File: src/rtl/wstream_pkg.sv
package wstream_pkg;

  typedef enum logic {
    FILT_SUM = 1'b0,
    FILT_MAX = 1'b1
  } filtKind_e;

  // strobes from control to datapath
  typedef struct packed {
    logic step;     // one pixel accepted this cycle: shift window, write buffers
    logic maskOut;  // current result is a border position
  } ctrlStrobe_t;

endpackage

File: src/rtl/wstream_linebuf.sv
// One row of storage: one read port and one write port.
module wstream_linebuf #(
  parameter int DEPTH  = 8,
  parameter int DATA_W = 8,
  parameter int ADDR_W = 3
) (
  input  logic              clk,
  input  logic              wrEn,
  input  logic [ADDR_W-1:0] wrAddr,
  input  logic [DATA_W-1:0] wrData,
  input  logic [ADDR_W-1:0] rdAddr,
  output logic [DATA_W-1:0] rdData
);

  logic [DATA_W-1:0] mem [DEPTH];

  always_ff @(posedge clk) begin
    if (wrEn) mem[wrAddr] <= wrData;
  end

  assign rdData = mem[rdAddr];

endmodule

File: src/rtl/wstream_ctrl.sv
// Position counters, handshake and result framing.
module wstream_ctrl
  import wstream_pkg::*;
#(
  parameter int IMG_W = 8,
  parameter int COL_W = 3
) (
  input  logic             clk,
  input  logic             rst,
  input  logic             pixValid,
  input  logic             pixSof,
  input  logic             resReady,
  output logic             pixReady,
  output logic             resValid,
  output logic             resEol,
  output ctrlStrobe_t      stb,
  output logic [COL_W-1:0] rdCol,
  output logic [COL_W-1:0] wrCol
);

  localparam logic [COL_W-1:0] LAST_COL = COL_W'(IMG_W - 1);
  localparam logic [COL_W-1:0] WB_WRAP  = COL_W'(IMG_W - 2);
  localparam logic [1:0]       ROW_SAT  = 2'd3;  // "past row 2"

  logic [COL_W-1:0] col, effCol;
  logic [1:0]       row, effRow;
  logic             step, emitNow;
  logic             validQ, borderQ, eolQ;

  always_comb begin
    effCol   = pixSof ? '0 : col;
    effRow   = pixSof ? 2'd0 : row;
    pixReady = !validQ || resReady;
    step     = pixValid && pixReady;
    emitNow  = (effRow == ROW_SAT) || ((effRow == 2'd2) && (effCol != '0));
    rdCol    = effCol;
    wrCol    = (effCol >= COL_W'(2)) ? effCol - COL_W'(2) : effCol + WB_WRAP;
  end

  always_ff @(posedge clk) begin
    if (rst) begin
      col     <= '0;
      row     <= '0;
      validQ  <= 1'b0;
      borderQ <= 1'b0;
      eolQ    <= 1'b0;
    end else if (step) begin
      if (effCol == LAST_COL) begin
        col <= '0;
        row <= (effRow == ROW_SAT) ? ROW_SAT : effRow + 2'd1;
      end else begin
        col <= effCol + COL_W'(1);
        row <= effRow;
      end
      validQ  <= emitNow;
      borderQ <= (effCol < COL_W'(2));
      eolQ    <= (effCol == '0);
    end else if (resReady) begin
      validQ <= 1'b0;
    end
  end

  assign resValid    = validQ;
  assign resEol      = eolQ;
  assign stb.step    = step;
  assign stb.maskOut = borderQ;

endmodule

File: src/rtl/wstream_dp.sv
// Window shift registers, the two line buffers and the filter.
module wstream_dp
  import wstream_pkg::*;
#(
  parameter int        PIX_W = 8,
  parameter int        IMG_W = 8,
  parameter int        COL_W = 3,
  parameter filtKind_e FILT  = FILT_SUM
) (
  input  logic             clk,
  input  logic             rst,
  input  ctrlStrobe_t      stb,
  input  logic [PIX_W-1:0] pixData,
  input  logic [COL_W-1:0] rdCol,
  input  logic [COL_W-1:0] wrCol,
  output logic [PIX_W+3:0] resData
);

  localparam int OUT_W = PIX_W + 4;
  localparam int TAPS  = 3;

  // win[row][tap]: row 0 top, 2 bottom; tap 0 left, 2 right
  logic [TAPS-1:0][TAPS-1:0][PIX_W-1:0] win;
  logic [TAPS-1:0][PIX_W-1:0]           rowIn;
  logic [OUT_W-1:0]                     filtVal;

  // buffer k feeds window row k; written from the middle tap of row k+1
  for (genvar k = 0; k < TAPS - 1; k++) begin : gBuf
    wstream_linebuf #(
      .DEPTH (IMG_W),
      .DATA_W(PIX_W),
      .ADDR_W(COL_W)
    ) uBuf (
      .clk   (clk),
      .wrEn  (stb.step),
      .wrAddr(wrCol),
      .wrData(win[k+1][1]),
      .rdAddr(rdCol),
      .rdData(rowIn[k])
    );
  end

  assign rowIn[TAPS-1] = pixData;

  always_ff @(posedge clk) begin
    if (rst) begin
      win <= '0;
    end else if (stb.step) begin
      for (int r = 0; r < TAPS; r++) begin
        win[r][0] <= win[r][1];
        win[r][1] <= win[r][2];
        win[r][2] <= rowIn[r];
      end
    end
  end

  if (FILT == FILT_SUM) begin : gSum
    always_comb begin
      filtVal = '0;
      for (int r = 0; r < TAPS; r++)
        for (int t = 0; t < TAPS; t++)
          filtVal = filtVal + OUT_W'(win[r][t]);
    end
  end else begin : gMax
    always_comb begin
      filtVal = '0;
      for (int r = 0; r < TAPS; r++)
        for (int t = 0; t < TAPS; t++)
          if (OUT_W'(win[r][t]) > filtVal) filtVal = OUT_W'(win[r][t]);
    end
  end

  assign resData = stb.maskOut ? '0 : filtVal;

endmodule

File: src/rtl/wstream_win3.sv
module wstream_win3
  import wstream_pkg::*;
#(
  parameter int        PIX_W = 8,
  parameter int        IMG_W = 8,
  parameter filtKind_e FILT  = FILT_SUM
) (
  input  logic             clk,
  input  logic             rst,
  input  logic             pixValid,
  output logic             pixReady,
  input  logic [PIX_W-1:0] pixData,
  input  logic             pixSof,
  output logic             resValid,
  input  logic             resReady,
  output logic [PIX_W+3:0] resData,
  output logic             resEol
);

  localparam int COL_W = (IMG_W > 2) ? $clog2(IMG_W) : 2;

  ctrlStrobe_t      stb;
  logic [COL_W-1:0] rdCol, wrCol;

  wstream_ctrl #(
    .IMG_W(IMG_W),
    .COL_W(COL_W)
  ) uCtrl (
    .clk     (clk),
    .rst     (rst),
    .pixValid(pixValid),
    .pixSof  (pixSof),
    .resReady(resReady),
    .pixReady(pixReady),
    .resValid(resValid),
    .resEol  (resEol),
    .stb     (stb),
    .rdCol   (rdCol),
    .wrCol   (wrCol)
  );

  wstream_dp #(
    .PIX_W(PIX_W),
    .IMG_W(IMG_W),
    .COL_W(COL_W),
    .FILT (FILT)
  ) uDp (
    .clk    (clk),
    .rst    (rst),
    .stb    (stb),
    .pixData(pixData),
    .rdCol  (rdCol),
    .wrCol  (wrCol),
    .resData(resData)
  );

endmodule

File: config.mk
export PLATFORM = sky130hd
export DESIGN_NAME = wstream_win3
export DESIGN_NICKNAME = d
export VERILOG_FILES = /design/src/rtl/wstream_pkg.sv /design/src/rtl/wstream_linebuf.sv /design/src/rtl/wstream_ctrl.sv /design/src/rtl/wstream_dp.sv /design/src/rtl/wstream_win3.sv
export SDC_FILE = /design/constraint.sdc
export NUM_CORES = 1
export LEC_CHECK = 0
export BUFFER_PORTS_ARGS = -buffer_cell sky130_fd_sc_hd__buf_4
export CORE_MARGIN = 10
export CORE_UTILIZATION = 55
export CTS_CLUSTER_DIAMETER = 60
export DETAILED_ROUTE_END_ITERATION = 7
export PLACE_DENSITY = 0.72
export RECOVER_POWER = 25
export REMOVE_ABC_BUFFERS = 1
export SETUP_SLACK_MARGIN = 0.1
export SLEW_MARGIN = 20
export SYNTH_ARGS = -nofsm -noshare
export SYNTH_HDL_FRONTEND = slang
export SYNTH_SLANG_ARGS = --single-unit
File: constraint.sdc
create_clock -name clk -period 6.43 [get_ports clk]
set_clock_uncertainty 0.05 [all_clocks]
set_input_delay 0.643 -clock clk [delete_from_list [all_inputs] [get_ports clk]]
set_output_delay 0.643 -clock clk [all_outputs]
set_load 0.01 [all_outputs]
## Yosys cells after proc, flatten, opt, wreduce, memory -nomap -nowiden

Memory sizes are Yosys's and may differ from the RTL's. A register that Yosys moved wholly into a read port is not among the register bits.
Cells that the tools add are included.

| storage, ports and cells | value |
|---|---|
| register bits after elaboration | 64 |
| memory bits (writable) | 128 |
| bits of input ports | 13 |
| logic and storage cells | 50 |
| memories kept | 2 |

Memories:

| memory | words | bits a word | read ports | clocked after Yosys merged registers in | wr ports | line | source |
|---|---|---|---|---|---|---|---|
| uDp.gBuf[0].uBuf.mem | 8 | 8 | 1 | 1 | 1 | wstream_linebuf.sv:15 | `logic [DATA_W-1:0] mem [DEPTH];` |
| uDp.gBuf[1].uBuf.mem | 8 | 8 | 1 | 1 | 1 | wstream_linebuf.sv:15 |  |

| cells by class | value |
|---|---|
| $add $sub $neg | 12 |
| $lt $le $gt $ge | 2 |
| equal/unequal tests | 3 |
| mux-type cells | 11 |
| reductions and logical operators | 8 |

Operators with widths:

| cell | count |
|---|---|
| 12-bit by 8-bit adder with 12-bit output | 7 |
| 12-bit 2-to-1 mux | 1 |
| 8-bit by 8-bit adder with 9-bit output | 1 |
| 3-bit 2-to-1 mux | 3 |
| 2-bit 2-to-1 mux | 3 |
| 2-bit equality test (second input constant) | 2 |
| 1-bit 2-to-1 mux | 4 |
| 3-bit by 1-bit adder with 3-bit output (second input constant) | 1 |
| 3-bit adder (second input constant) | 1 |
| 3-bit equality test (second input constant) | 1 |
| 3-bit by 2-bit greater-or-equal comparator with 1-bit output (second input constant) | 1 |
| 3-bit zero test | 1 |
| 3-bit by 2-bit less-than comparator with 1-bit output (second input constant) | 1 |
| 3-bit nonzero test | 1 |
| 3-bit by 2-bit subtractor with 3-bit output (second input constant) | 1 |
| 2-bit by 1-bit adder with 2-bit output (second input constant) | 1 |
| 1-bit logical AND | 2 |
| 1-bit logical OR | 2 |
| 2-bit nonzero test | 1 |
| 1-bit zero test | 1 |

## Longest topological paths before layout

Gate-level depths: netlist of run 1.

| depth | value |
|---|---|
| depth in word-level cells | 9 |
| gate-level depth with buffers | 20 |

## Cells and area by module

Synthesis of run 1 repeated with hierarchy kept, for this count alone.

| second synthesis, totals | value |
|---|---|
| cell total of the unflattened synthesis | 696 |
| area, all modules | 9935.8 um^2 |

By module, submodules not included:

| module | times used | cells an instance | area an instance (um^2) | sequential area each (um^2) |
|---|---|---|---|---|
| wstream_linebuf | 2 | 106 | 2531.2 | 1921.8 |
| wstream_dp | 1 | 430 | 4388.0 | 1441.4 |
| wstream_ctrl | 1 | 54 | 485.5 | 160.2 |

## Worst setup path after synthesis of run 1

OpenSTA, ideal clock, no wires.

| timing path | value |
|---|---|
| kind | register -> output |
| from | register uDp.win[1] (netlist name) |
| to | output resData[10] |
| arrival | 5.262 ns |
| required time | 5.737 ns |
| slack | 0.475 ns |
| cell stages (with the launch flop) | 19 |
| cells stage by stage | dfxtp_1 ha_1 a21oi_1 o211ai_1 or4_1 o311a_1 xor2_1 fa_1 inv_1 fa_1 fa_1 fa_1 inv_1 ha_1 and3_1 a2111oi_0 a21oi_1 xnor2_1 nor2_1 |

| between the ends | value |
|---|---|
| cells in the longest elaborated chain, start to end | 9 |

Ends and longest elaborated chain:

| element | line | source |
|---|---|---|
| start, declared | wstream_dp.sv:23 | `logic [TAPS-1:0][TAPS-1:0][PIX_W-1:0] win;` |
| start signal, assigned by index | wstream_dp.sv:50 | `win[r][0] <= win[r][1];` |
| start signal, assigned by index | wstream_dp.sv:51 | `win[r][1] <= win[r][2];` |
| start signal, assigned by index | wstream_dp.sv:52 | `win[r][2] <= rowIn[r];` |
| 8-bit by 8-bit adder with 9-bit output | wstream_dp.sv:62 | `filtVal = filtVal + OUT_W'(win[r][t]);` |
| 12-bit by 8-bit adder with 12-bit output (7 in series) | wstream_dp.sv:62 |  |
| 12-bit 2-to-1 mux | wstream_dp.sv:73 | `assign resData = stb.maskOut ? '0 : filtVal;` |
| end, declared | wstream_win3.sv:16 | `output logic [PIX_W+3:0] resData,` |

Every way passes these cells.

## Final worst setup path of run 1

| timing path | value |
|---|---|
| from | register uDp.win[1] (netlist name) |
| to | output resData[8] |

Same word-level chain as after synthesis.

==> results.yml, run 1 <==
status:
  outcome: "finished, final reports clean"
routing:
  dr.pass1.iters: 5
  first_iter_violations: 451
  drc_errors: 0
  via_count: 6501
  wire_per_inst_um: 19.8
  vias_per_cell: 5.86
  residual_antenna_violating_net_count_after_detailed_routing: 0
  drt_wl_total_mm: 22.0
power_and_ir_drop:
  leakage_nw: 3.94
  powerDensity_mw_per_mm2: 304
  peakVddDrop_mv: 0.192
worst_setup_path:
  cp.required_ns: 5.74
  timing_worst_setup_path_type: "reg -> out"
  timing.critical_path.arrival_ns: 5.70
  critical_path_peak_fanout: 5
  timing.critical_path.from_type: "flip-flop"
  worstSetupEndpointType: "primary output"
clocking:
  clock_root_buffer_master: "sky130_fd_sc_hd__clkbuf_16"
  clock_latency_ns: 0.50
  clk_path_buf_depth: 3
  cts_inserted_buffers: 23
  cts_num_sinks: 208
  cts-htree-levels: 1
  clock_tree_from_tritoncts: "done"
  clkTransAtPathRegs_ns: 0.06
yosys:
  synth_common_cells: "sky130_fd_sc_hd__edfxtp_1 (128), sky130_fd_sc_hd__nand2_1 (124), sky130_fd_sc_hd__dfxtp_1 (80)"
  asyncSetResetFlopFracSynth: 0
  syn_area_cell_um2: 11.5
  synth.top_cell.area_share: 0.394
  synthCells: 851
  synth.most_common_cell: "sky130_fd_sc_hd__edfxtp_1"
  yosys_register_bits: 208
  netlist.top_cell.by_area: "sky130_fd_sc_hd__edfxtp_1"
  yosys.cell_types.count: 46
  synth-warning-count: 0
  dominantRegCellSynth: "sky130_fd_sc_hd__edfxtp_1"
  sequential_share_of_the_synthesized_area: 0.559
  dominant_cells_by_area_after_synthesis: "sky130_fd_sc_hd__edfxtp_1 (39%), sky130_fd_sc_hd__dfxtp_1 (16%), sky130_fd_sc_hd__fa_1 (9.9%), sky130_fd_sc_hd__nand2_1 (4.8%), sky130_fd_sc_hd__a21oi_1 (4.1%)"
  synth-edff-count: 128
  synth.cell_area_mm2: 0.00975
die:
  die_width_um: 153
  initial_utilization: 0.562
  site_rows: 48
  die_area_mm2: 0.0235
  num_io_pins: 28
  die_h_um: 153
  core_area_mm2: 0.0174
cells_and_area:
  final_design_area_no_fill_mm2: 0.0111
  finish.net_count: 954
  n_antenna_cell: 0
  fraction_of_layout_instances_using_a_drive_strength_above_1: 0.131
  layout.filler_cells: 1303
  synthToLayoutAreaGrowth_pct: 13.9
run:
  max_capacitance_violation_count: 0
timing:
  count_of_final_max_slew_check_failures: 0
  worst-slew-pin-transition_ns: 1.08
  max_clk_rate_ghz: 0.156
  timing.slew.headroom: 0.279
  final_min_period_over_clock_period: 0.995
  hold_violations: 0
  setup-violations-final: 0
  totalNegativeSetupSlack_ns: 0
  setup_repair_after_global_routing_missed_its_margin: "true"
  layout_min_cycle_time_ns: 6.40
placement:
  gp_congestion: 0.843
  number_of_port_buffers: 27
  place_hpwl_mm: 13.8
  place_area_mm2: 0.0101
global_routing:
  leftover_overflow_at_the_end_of_global_routing: 0
  grt_max_degree: 91
  number_of_global_route_vias_before_repair: 6676
  grt_antenna_before_repair: 0
  grt.total_usage: 0.181
  global_route_wire_length_before_repair_mm: 34.9
hold_path:
  worst_hold_path_type: "in -> reg"
## routing by layer
| layer | part of all wire | wire (um) | vias to the layer above | GRT usage |
|---|---|---|---|---|
| met5 | 0 | 0 | - | 0 |
| met4 | 0.025 | 554 | 0 | 0.0536 |
| met3 | 0.047 | 1030 | 45 | 0.0297 |
| met2 | 0.51 | 11300 | 197 | 0.313 |
| met1 | 0.41 | 9110 | 3263 | 0.227 |
| li1 | - | - | 2996 | - |
## kinds of logic after synthesis
| logic type | share of synthesized area |
|---|---|
| and+or+nand+nor | 0.105 |
| muxes | 0.0421 |
| AOI/OAI and AO/OA | 0.105 |
| xor gates and xnor gates | 0.0108 |
| buffers and inverters | 0.0486 |
| adders and majority gates | 0.129 |
| DFF | 0.559 |
## through the flow
stage / cells / hold slack (ns) / utilization / power [mW] / setup slack, ns
floorplan: 806 / 0.376 / - / 1.84 / 0.475
global placement: 1065 / 0.391 / 0.584 / 2.01 / 0.354
detailed placement: 1065 / 0.400 / 0.584 / 2.04 / 0.260
CTS: 1107 / 0.324 / 0.632 / 3.36 / 0.104
global route: 1110 / 0.341 / 0.640 / 3.53 / -0.132
finish: 1110 / 0.333 / 0.640 / 3.38 / 0.0333
## flip-flops by register name, summed over array words and instances, names as in the netlist
signal             count
uCtrl.borderQ          1
uCtrl.col              3
uCtrl.resEol           1
uCtrl.resValid         1
uCtrl.row              2
uDp.gBuf.uBuf.mem    128
uDp.win               72
## worst paths after layout
kind                              startpoint                         end  slack [ns]  cells past startpoint
worst max-delay path              uDp.win[1]                  resData[8]        0.03                     20
worst min-delay path              pixData[3]                 uDp.win[67]        0.33                      3
worst max register to register  uCtrl.col[0]  uDp.gBuf[0].uBuf.mem[3][5]        2.77                      5
worst min register to register   uDp.win[41]                 uDp.win[33]        0.41                      2
## critical path, cell delays in order (launching register included)
cell and delay (ns):
sky130_fd_sc_hd__dfxtp_4 0.36, sky130_fd_sc_hd__ha_4 0.24, sky130_fd_sc_hd__a21oi_4 0.15, sky130_fd_sc_hd__o211ai_1 0.15, sky130_fd_sc_hd__or4_1 0.48, sky130_fd_sc_hd__o311a_1 0.13, sky130_fd_sc_hd__xor2_1 0.16, sky130_fd_sc_hd__fa_1 0.49
sky130_fd_sc_hd__inv_1 0.05, sky130_fd_sc_hd__fa_1 0.46, sky130_fd_sc_hd__fa_1 0.52, sky130_fd_sc_hd__fa_1 0.58, sky130_fd_sc_hd__inv_2 0.06, sky130_fd_sc_hd__ha_4 0.25, sky130_fd_sc_hd__and3_4 0.19, sky130_fd_sc_hd__a2111oi_4 0.30
sky130_fd_sc_hd__buf_4 0.18, sky130_fd_sc_hd__buf_4 0.10, sky130_fd_sc_hd__xor2_1 0.13, sky130_fd_sc_hd__nor2_1 0.05, sky130_fd_sc_hd__buf_4 0.16
## layout make-up
class | count | area (um2) | area share
repair buffers | 38 | 285 | 0.0257
flip-flops and latches | 208 | 5460 | 0.491
clock inverters | 12 | 140 | 0.0126
inverters | 75 | 282 | 0.0253
clock buffers | 29 | 608 | 0.0547
well taps | 225 | 282 | 0.0253
multi-input cells | 523 | 4060 | 0.365
## where the power goes
part	total, mW	internal (mW)	switching [mW]
logic	0.603	0.274	0.329
registers	1.48	1.44	0.0356
clock network	1.30	0.791	0.508
## layout by cell type (no fill, tap or decap), types with 10 or more instances in the layout
master                      netlist  layout
sky130_fd_sc_hd__a21oi_1         79      77
sky130_fd_sc_hd__nand2_1        124     123
sky130_fd_sc_hd__ha_1            24      16
sky130_fd_sc_hd__o21ai_0         12      10
sky130_fd_sc_hd__nor2_1          58      55
sky130_fd_sc_hd__nor3_1          19      17
sky130_fd_sc_hd__edfxtp_1       128     128
sky130_fd_sc_hd__clkbuf_16        0      23
sky130_fd_sc_hd__buf_4            1      38
sky130_fd_sc_hd__fa_1            48      45
sky130_fd_sc_hd__dfxtp_1         80      76
sky130_fd_sc_hd__a22oi_1         16      16
sky130_fd_sc_hd__mux2i_1         32      32
sky130_fd_sc_hd__a221o_1         16      16
sky130_fd_sc_hd__inv_1           72      71
## what timing repair did
action | in CTS | in global routing
gates cloned | 0 | 0
endpoints found under the setup margin | 5 | 5
hold buffers | 0 | 0
gates resized for setup | 18 | 15
buffers inserted | 1 | 3
pin swaps | 13 | 12
Note: power is estimated with default switching activity, not from simulation.
==> run 2: changes to the inputs <==
--- a/config.mk
+++ b/config.mk
@@ -6,7 +6,7 @@
 export NUM_CORES = 1
 export LEC_CHECK = 0
 export BUFFER_PORTS_ARGS = -buffer_cell sky130_fd_sc_hd__buf_4
-export CORE_MARGIN = 10
+export CORE_MARGIN = 3
 export CORE_UTILIZATION = 55
 export CTS_CLUSTER_DIAMETER = 60
 export DETAILED_ROUTE_END_ITERATION = 7
==> results.yml, run 2 (synthesis gave the netlist of run 1 again) <==
routing:
  wire_per_inst_um: 19.6
  first_iter_violations: 620
  residual_antenna_violating_net_count_after_detailed_routing: 0
  drc_errors: 0
  via_count: 6515
  drt_wl_total_mm: 21.9
  dr.pass1.iters: 5
  vias_per_cell: 5.84
cells_and_area:
  n_antenna_cell: 0
  mostFrequentLayoutCells: "sky130_fd_sc_hd__edfxtp_1 (128), sky130_fd_sc_hd__nand2_1 (123), sky130_fd_sc_hd__a21oi_1 (77)"
  final_common_cell: "sky130_fd_sc_hd__edfxtp_1"
  fraction_of_layout_instances_using_a_drive_strength_above_1: 0.146
  final_cell_count_no_fill: 1115
  finish.net_count: 959
  top_register: "uDp.gBuf.uBuf.mem"
  multi_input_area_mm2: 0.00407
  largest_register_ffs: 128
  top_regs: "uDp.gBuf.uBuf.mem: 128 flops, uDp.win: 72 flops, uCtrl.col: 3 flops"
  synthToLayoutAreaGrowth_pct: 14.2
  postLayoutCoreUtil: 0.644
  layout.filler_cells: 1242
  seq_area_mm2: 0.00546
die:
  die_area_mm2: 0.0194
  die_h_um: 139
  site_rows: 48
  die_width_um: 139
  initial_utilization: 0.564
  num_io_pins: 28
  core_area_mm2: 0.0173
placement:
  place_hpwl_mm: 13.7
  number_of_port_buffers: 27
  place_ws_ns: 0.254
  gp_congestion: 0.872
  placed_cells_incl_taps: 1067
hold_path:
  worst_hold_path_type: "in -> reg"
  hold_path_depth: 3
clocking:
  clock_tree_from_tritoncts: "done"
  cts-htree-levels: 1
  cts_inserted_buffers: 22
  clock_latency_ns: 0.50
  clkTransAtPathRegs_ns: 0.06
  holdBufCountCts: 0
  cts_num_sinks: 208
  clock_root_buffer_master: "sky130_fd_sc_hd__clkbuf_16"
  clk_path_buf_depth: 3
worst_setup_path:
  timing.critical_path.from_type: "flip-flop"
  cp.required_ns: 5.74
  timing_worst_setup_path_type: "reg -> out"
  worstSetupEndpointType: "primary output"
  timing.critical_path.arrival_ns: 5.60
  worst_reg2reg_path_length_in_cells: 4
  critical_path_peak_fanout: 4
timing:
  timing.slew.headroom: 0.250
  layout_min_cycle_time_ns: 6.30
  setup-violations-final: 0
  max_clk_rate_ghz: 0.159
  hold_violations: 0
  final_min_period_over_clock_period: 0.979
  finalWorstSetupSlack_ns: 0.135
  final.hold.worst_slack_ns: 0.344
  setup_repair_after_global_routing_missed_its_margin: "true"
  count_of_final_max_slew_check_failures: 0
  worst-slew-pin-transition_ns: 1.12
global_routing:
  grt_util_met1: 0.296
  leftover_overflow_at_the_end_of_global_routing: 0
  grt_antenna_before_repair: 0
  grt_max_degree: 81
  global_route_wire_length_before_repair_mm: 35.0
  grt.total_usage: 0.226
  global_route.peak_usage_layer: "met2"
  number_of_global_route_vias_before_repair: 6651
  groute.layer.met3.usage: 0.0321
  grtUsageMet2: 0.390
run:
  max_capacitance_violation_count: 0
status:
  outcome: "finished, final reports clean"
power_and_ir_drop:
  peakVddDrop_mv: 0.201
  total_power_mw: 3.33
  leakage_nw: 3.94
  powerDensity_mw_per_mm2: 299
[run 2: changes by cell type in the layout (fill, tap and decap cells not counted), sizes merged]
cell | before | now
inv | 73 | 72
buf | 38 | 43
bufinv | 3 | 2
clkinv | 11 | 12
clkinvlp | 0 | 1
[run 2: area by class of cell]
type                       instances  share of cell area
tap                              225              0.0253
multi-input combinational        523               0.365
timing repair buffer              44              0.0293
clock buffer                      28              0.0552
sequential                       208               0.490
inverter                          75              0.0253
clock inverter                    12             0.00932
[run 2: worst paths after layout]
check,start,to,slack (ns)
hold reg to reg,uDp.win[24],uDp.win[24],0.41
setup reg to reg,uCtrl.col[2],uDp.gBuf[1].uBuf.mem[3][4],3.15
setup / recovery,uDp.win[1],resData[10],0.13
hold / removal,pixData[7],uDp.win[71],0.34
[run 2: power breakdown]
part,internal (mW),switching [mW],total (mW)
combinational,0.276,0.329,0.606
clock,0.752,0.496,1.25
sequential,1.44,0.0357,1.48
[run 2: repair_timing]
action,CTS,global route
setup endpoints to repair,5,5
buffers inserted,4,4
endpoints found under the hold margin,0,0
pin swaps,20,23
gates resized for setup,25,19
[run 2: stage by stage]
stage | TNS (ns) | instance area (um2)
6_report | 0 | 11100
5_1_grt | -0.0926 | 11100
4_1_cts | 0 | 11000
3_5_place_dp | 0 | 10200
3_3_place_gp | 0 | 10200
2_1_floorplan | 0 | 9560
[run 2: metal layers]
metal | up-vias | part of all wire
met1 | 3204 | 0.40
met4 | 0 | 0.033
met5 | - | 0
li1 | 3021 | -
met2 | 239 | 0.51
met3 | 51 | 0.057
[run 2: worst max-delay path: stages (launching register included)]
cell and delay (ns):
sky130_fd_sc_hd__dfxtp_4 0.35, sky130_fd_sc_hd__ha_4 0.24, sky130_fd_sc_hd__a21oi_4 0.15, sky130_fd_sc_hd__o211ai_1 0.15, sky130_fd_sc_hd__or4_1 0.42, sky130_fd_sc_hd__o311a_1 0.15
sky130_fd_sc_hd__xor2_2 0.19, sky130_fd_sc_hd__fa_1 0.50, sky130_fd_sc_hd__inv_2 0.04, sky130_fd_sc_hd__fa_1 0.48, sky130_fd_sc_hd__fa_1 0.52, sky130_fd_sc_hd__fa_1 0.56
sky130_fd_sc_hd__inv_2 0.05, sky130_fd_sc_hd__ha_4 0.24, sky130_fd_sc_hd__and3_4 0.16, sky130_fd_sc_hd__a2111oi_4 0.32, sky130_fd_sc_hd__buf_4 0.17, sky130_fd_sc_hd__a21oi_2 0.05
sky130_fd_sc_hd__xnor2_1 0.13, sky130_fd_sc_hd__nor2_1 0.06, sky130_fd_sc_hd__buf_4 0.17
